<file path="config.mk">
export PLATFORM = sky130hd
export DESIGN_NAME = sinc4_decimator
export DESIGN_NICKNAME = d
export VERILOG_FILES = /design/src/rtl/sinc4_pkg.sv /design/src/rtl/sinc4_integ.sv /design/src/rtl/sinc4_comb.sv /design/src/rtl/sinc4_fmt.sv /design/src/rtl/sinc4_decimator.sv
export SDC_FILE = /design/constraint.sdc
export NUM_CORES = 1
export LEC_CHECK = 0
export BUFFER_PORTS_ARGS = -buffer_cell sky130_fd_sc_hd__buf_2
export CAP_MARGIN = 20
export CORE_ASPECT_RATIO = 0.6
export CORE_MARGIN = 4
export CORE_UTILIZATION = 70
export CTS_BUF_LIST = sky130_fd_sc_hd__clkbuf_8
export CTS_CLUSTER_SIZE = 8
export DETAILED_ROUTE_END_ITERATION = 8
export HOLD_SLACK_MARGIN = 0.12
export PLACE_DENSITY = 0.83
export SLEW_MARGIN = 20
export SYNTH_ARGS = -nofsm -noshare
export SYNTH_HDL_FRONTEND = slang
export SYNTH_SLANG_ARGS = --single-unit
</file>
<file path="constraint.sdc">
create_clock -name clk -period 23.2 [get_ports clk]
set_input_delay 4.64 -clock clk [delete_from_list [all_inputs] [get_ports clk]]
set_output_delay 4.64 -clock clk [all_outputs]
set_load 0.1 [all_outputs]
</file>
<file path="src/rtl/sinc4_pkg.sv">
package sinc4_pkg;

  // Order of the sinc response: number of accumulator and difference stages
  localparam int SINC_ORDER = 4;

  // Accumulator width: gain is R**ORDER, so ORDER*log2(R) bits of magnitude,
  // one bit for the full-scale value itself and one sign bit.
  function automatic int acc_width(input int dec_log2, input int order);
    return order * dec_log2 + 2;
  endfunction

  // Width of the settling counter (counts decimation points up to ORDER-1)
  function automatic int settle_width(input int order);
    return (order <= 2) ? 1 : $clog2(order);
  endfunction

endpackage

</file>
<file path="src/rtl/sinc4_integ.sv">
// Input-rate accumulator cascade. A clear in the same cycle as a valid
// sample restarts every stage from zero with that sample folded in.
module sinc4_integ #(
  parameter int ACC_W = 46,
  parameter int ORDER = 4
) (
  input  logic                    clk,
  input  logic                    rst,
  input  logic                    clr,
  input  logic                    in_valid,
  input  logic                    in_bit,
  output logic signed [ACC_W-1:0] acc_out
);

  logic signed [ACC_W-1:0] acc_q [ORDER];
  logic signed [ACC_W-1:0] base  [ORDER];
  logic signed [ACC_W-1:0] nxt   [ORDER];
  logic signed [ACC_W-1:0] x_val;

  // +1 for a one, -1 (all ones) for a zero
  assign x_val = in_bit ? ACC_W'(1) : '1;

  for (genvar s = 0; s < ORDER; s++) begin : g_stage
    assign base[s] = clr ? '0 : acc_q[s];

    if (s == 0) begin : g_first
      assign nxt[s] = base[s] + x_val;
    end else begin : g_rest
      assign nxt[s] = base[s] + nxt[s-1];
    end

    always_ff @(posedge clk) begin
      if (rst) begin
        acc_q[s] <= '0;
      end else if (in_valid) begin
        acc_q[s] <= nxt[s];
      end else if (clr) begin
        acc_q[s] <= '0;
      end
    end
  end

  assign acc_out = acc_q[ORDER-1];

endmodule

</file>
<file path="src/rtl/sinc4_comb.sv">
// Output-rate first-difference cascade with unit delay per stage.
module sinc4_comb #(
  parameter int ACC_W = 46,
  parameter int ORDER = 4
) (
  input  logic                    clk,
  input  logic                    rst,
  input  logic                    clr,
  input  logic                    tick,
  input  logic signed [ACC_W-1:0] din,
  output logic signed [ACC_W-1:0] dout
);

  logic signed [ACC_W-1:0] dly    [ORDER];
  logic signed [ACC_W-1:0] stg_in [ORDER];
  logic signed [ACC_W-1:0] diff   [ORDER];

  for (genvar s = 0; s < ORDER; s++) begin : g_stage
    if (s == 0) begin : g_first
      assign stg_in[s] = din;
    end else begin : g_rest
      assign stg_in[s] = diff[s-1];
    end

    assign diff[s] = stg_in[s] - dly[s];

    always_ff @(posedge clk) begin
      if (rst) begin
        dly[s] <= '0;
      end else if (clr) begin
        dly[s] <= '0;
      end else if (tick) begin
        dly[s] <= stg_in[s];
      end
    end
  end

  assign dout = diff[ORDER-1];

endmodule

</file>
<file path="src/rtl/sinc4_fmt.sv">
// Scales the full-precision result to the output width with round-half-up
// and clamps to the signed output range.
module sinc4_fmt #(
  parameter int ACC_W = 46,
  parameter int OUT_W = 24,
  parameter int SHIFT = 21
) (
  input  logic signed [ACC_W-1:0] din,
  output logic        [OUT_W-1:0] dout
);

  localparam int VW = (SHIFT > 0) ? ACC_W + 1 : OUT_W + 2;
  localparam logic signed [VW-1:0] MAXV = VW'((64'sd1 <<< (OUT_W-1)) - 64'sd1);
  localparam logic signed [VW-1:0] MINV = -MAXV - VW'(1);

  logic signed [VW-1:0] scaled;

  if (SHIFT > 0) begin : g_round
    localparam logic signed [VW-1:0] HALF = VW'(64'sd1 <<< (SHIFT-1));
    logic signed [VW-1:0] ext;
    assign ext    = VW'(din);
    assign scaled = (ext + HALF) >>> SHIFT;
  end else begin : g_widen
    localparam int LSH = -SHIFT;
    logic signed [VW-1:0] ext;
    assign ext    = VW'(din);
    assign scaled = ext <<< LSH;
  end

  always_comb begin
    if (scaled > MAXV) begin
      dout = MAXV[OUT_W-1:0];
    end else if (scaled < MINV) begin
      dout = MINV[OUT_W-1:0];
    end else begin
      dout = scaled[OUT_W-1:0];
    end
  end

endmodule

</file>
<file path="src/rtl/sinc4_decimator.sv">
module sinc4_decimator
  import sinc4_pkg::*;
#(
  parameter int DEC_LOG2 = 11,
  parameter int OUT_W    = 24
) (
  input  logic             clk,
  input  logic             rst,
  input  logic             mode_single,
  input  logic             clr_req,
  input  logic             in_valid,
  input  logic             in_bit,
  output logic             out_valid,
  output logic [OUT_W-1:0] out_word
);

  localparam int ORDER  = SINC_ORDER;
  localparam int ACC_W  = acc_width(DEC_LOG2, ORDER);
  localparam int SHIFT  = ORDER * DEC_LOG2 - (OUT_W - 1);
  localparam int PH_W   = DEC_LOG2;
  localparam int SET_W  = settle_width(ORDER);
  localparam logic [SET_W-1:0] SETTLE = SET_W'(ORDER - 1);

  logic [PH_W-1:0]         phase_q;
  logic                    tick_q;
  logic [SET_W-1:0]        settle_q;
  logic                    settled;
  logic                    conv_done;
  logic                    clr_now;
  logic                    emit;
  logic signed [ACC_W-1:0] integ_out;
  logic signed [ACC_W-1:0] comb_out;
  logic [OUT_W-1:0]        fmt_out;
  logic                    out_valid_q;
  logic [OUT_W-1:0]        out_word_q;

  assign settled   = (settle_q == SETTLE);
  assign conv_done = tick_q && settled && mode_single;
  assign clr_now   = clr_req || conv_done;
  assign emit      = tick_q && settled && !clr_req;

  // Position within the current decimation period
  always_ff @(posedge clk) begin
    if (rst) begin
      phase_q <= '0;
    end else if (clr_now) begin
      phase_q <= in_valid ? PH_W'(1) : '0;
    end else if (in_valid) begin
      phase_q <= phase_q + PH_W'(1);
    end
  end

  // Decimation point: the last sample of a period was taken at the previous edge
  always_ff @(posedge clk) begin
    if (rst) begin
      tick_q <= 1'b0;
    end else begin
      tick_q <= in_valid && (phase_q == '1) && !clr_now;
    end
  end

  // Decimation points seen since the last clear, saturating at ORDER-1
  always_ff @(posedge clk) begin
    if (rst) begin
      settle_q <= '0;
    end else if (clr_now) begin
      settle_q <= '0;
    end else if (tick_q && !settled) begin
      settle_q <= settle_q + SET_W'(1);
    end
  end

  sinc4_integ #(
    .ACC_W (ACC_W),
    .ORDER (ORDER)
  ) u_integ (
    .clk      (clk),
    .rst      (rst),
    .clr      (clr_now),
    .in_valid (in_valid),
    .in_bit   (in_bit),
    .acc_out  (integ_out)
  );

  sinc4_comb #(
    .ACC_W (ACC_W),
    .ORDER (ORDER)
  ) u_comb (
    .clk  (clk),
    .rst  (rst),
    .clr  (clr_now),
    .tick (tick_q),
    .din  (integ_out),
    .dout (comb_out)
  );

  sinc4_fmt #(
    .ACC_W (ACC_W),
    .OUT_W (OUT_W),
    .SHIFT (SHIFT)
  ) u_fmt (
    .din  (comb_out),
    .dout (fmt_out)
  );

  always_ff @(posedge clk) begin
    if (rst) begin
      out_valid_q <= 1'b0;
      out_word_q  <= '0;
    end else begin
      out_valid_q <= emit;
      if (emit) begin
        out_word_q <= fmt_out;
      end
    end
  end

  assign out_valid = out_valid_q;
  assign out_word  = out_word_q;

endmodule

</file>
==> qor.yml <==
routing:
  remaining_drc_errors: 0
  dr.pass1.iters: 8
  drt_iter0_markers: 3458
  vias: 29665
  routed_wirelength_mm: 95.9
  drt-vias-per-instance: 6.52
  avgRoutedWirePerCell_um: 21.1
  drtAntennaViolNets: 0
flow_run:
  cap_violations: 0
worst_setup_path:
  cp_slowest_cell: "o21ai_0"
  start_kind: "primary input"
  crit_path_frequent_cell: "a21oi_1"
  r2r_end: "out_word[8]"
  worstSetupPathType: "primary input to register"
  cp_top_family: "compound AO/OA/AOI/OAI gates"
  end_kind: "register"
  worst_path_largest_cell_delay_ns: 0.70
  cp.arrival_ns: 15.66
  r2r_slack_ns: 9.67
  cp_max_fo: 91
  critPathBufInv: 2
  reg2reg_from: "u_integ.acc_q[3][0]"
  worstSetupStartpoint: "mode_single"
  ff2ff_path_depth: 51
  cp.required_ns: 23.71
placement:
  routabilityCongestion: 0.958
  dp_hpwl_mm: 72.8
  portBuffers: 30
yosys:
  ys_seq_elements: 407
  synth_area_um2: 34800
  synth_cell_types: 83
  synth_top_family_by_area: "compound AO/OA/AOI/OAI gates"
  yosys.area_share.adder_pct: 13.4
  yosysWarnings: 0
  synth_top_cell_by_area: "edfxtp_1"
  ys_seq_area_share_pct: 34.0
  synthTopCellsByArea: "edfxtp_1 (32%), ha_1 (13%), and2_1 (8.6%)"
  syn-num-nets: 4214
  synthSimpleGateAreaFrac_pct: 19.9
  synth_edf_count: 368
  synth-main-ff-cell: "edfxtp_1"
  yosys.area.top_type_share_pct: 31.7
  synth.mux.area_fraction_pct: 0.377
  async_reset_ff_share_pct: 0
  avgSynthCellArea_um2: 9.07
  synth_compound_area_share_pct: 19.9
  syn_inst: 3840
  synthXorXnorAreaFrac_pct: 8.20
grt:
  met1_usage_pct: 55.1
  met3_usage_pct: 12.4
  grt_pass1_vias: 27621
  grt_busiest_layer: "met1"
  grt_max_degree: 124
  globalRouteMet2Util_pct: 45.0
  overflow: 0
  grt_pass1_wl_mm: 150
  grt_usage_pct: 34.8
  grt_antenna_before_repair: 6
sta:
  tightestPinTransition_ns: 1.11
  timing.final.crit_share_pct: 65.3
  fmax_mhz: 66.0
  setup_viol: 0
  post-route-min-period_ns: 15.15
  fin_worst_skew_ns: 0.0454
  rsz0062_at_grt: "false"
  relSlewSlack_pct: 25.5
  hold_viol: 0
  finalSetupTns_ns: 0
  slew_violations: 0
clocking:
  htree_levels: 3
  tritoncts: "yes"
  cts_buffers: 68
  clkSinkCount: 407
  clk_path_buf_depth: 3
  clk_latency_ns: 0.66
  cts_post_setup_buffers_inserted: 0
  cts_resized: 0
  clk_pin_slew_ns: 0.06
  cts_hold_buffers: 0
  root_buffer: "clkbuf_8"
floorplan:
  ioPinCount: 31
  dieArea_um2: 53500
  fp.dieW_um: 296
  start_util_pct: 71.8
  core-area_um2: 48500
  die_h_um: 181
  num_rows: 62
hold_path:
  worst_hold_path_type: "register to register"
  whs_path_depth: 2
  hold-path-endpoint: "out_word[23]"
  worstHoldStart: "out_word[23]"
layout:
  final_nets: 4234
  drive_gt1_share_pct: 4.25
  area_delta_synth_final_pct: 5.55
  mostFrequentLayoutCells: "and2_1 (478), edfxtp_1 (368), ha_1 (361)"
  final_common_cell: "and2_1"
outcome:
  outcome: "complete, no violations"
-- per-stage QoR --
| step | cell area [um^2] | hold slack [ns] | setup WS [ns] | cells | utilization [%] |
|---|---|---|---|---|---|
| after floorplan | 34800 | 0.444 | 9.60 | 3840 | - |
| after global placement | 35500 | 0.442 | 8.22 | 4430 | 73.3 |
| after detailed placement | 35500 | 0.449 | 7.88 | 4430 | 73.3 |
| after CTS | 36800 | 0.457 | 8.53 | 4549 | 75.8 |
| after global routing | 36800 | 0.497 | 7.26 | 4549 | 75.8 |
| final | 36800 | 0.453 | 8.05 | 4550 | 75.8 |
-- cell families after synthesis --
logic type / after synthesis
compound gates: 1059
flops: 407
xor+xnor: 323
buf+inv: 395
simple gates: 1275
mux: 13
fa+ha+maj: 368
-- how the worst max path moves through the flow --
stage | to | slack, ns | cells after the start
CTS | u_integ.acc_q[3][45] | 8.53 | 47
floorplan | u_integ.acc_q[3][45] | 9.60 | 45
global route | u_integ.acc_q[3][45] | 7.26 | 47
global placement | u_integ.acc_q[3][42] | 8.22 | 48
detailed placement | u_integ.acc_q[3][45] | 7.88 | 48
finish | u_integ.acc_q[3][45] | 8.05 | 45
-- sequential cells by signal (all words and copies together) (netlist names) --
| signal | cells |
|---|---|
| u_integ.acc_q | 184 |
| settle_q | 2 |
| phase_q | 11 |
| out_word | 24 |
| tick_q | 1 |
| out_valid | 1 |
| u_comb.dly | 184 |
-- cell usage after synthesis, drive strengths merged (7+ instances only) --
cell type and n:
a211oi 29, nor3 45, a31o 8, nand2b 57, a2111oi 13, mux2i 12
buf 9, nand4 39, inv 301, a21oi 318, or2 10, o21a 50
o21bai 49, and2 478, clkbuf 85, nor4 9, nand2 192, xor2 118
ha 361, and4 15, nand3 59, nor2 231, dfxtp 39, a211o 10
o31ai 19, and3 43, o21ai 169, a21o 198, o31a 11, a221o 25
fa 7, xnor2 203, edfxtp 368, o211ai 21, a221oi 7, nor3b 8
a21boi 21, a31oi 48, nor2b 41, or3 26
-- cell type report --
type                    instances  area, um^2
repair buffers                 44         255
inverters                     301        1130
flip-flops and latches        407       11800
clock inverters                46         198
clock buffers                  73        1000
diodes                          1        2.50
fillers                      3372       11700
multi-input cells            3038       21500
well taps                     640         801
-- per-layer routing --
layer  vias up  wire length (um)
li1      13868                 -
met1     14029             44400
met2      1615             35900
met3       151             14100
met4         2              1580
met5         -                13
-- worst min-delay path, delay by kind of cell, from the launching register on --
kind | cells | cell delay (ns)
AND/OR/NAND/NOR | 1 | 0.05
flip-flops | 1 | 0.31
AO/OA/AOI/OAI | 1 | 0.05
Power is not shown: default switching activity piles up to over one toggle a cycle in this logic, so the estimate is an artifact.
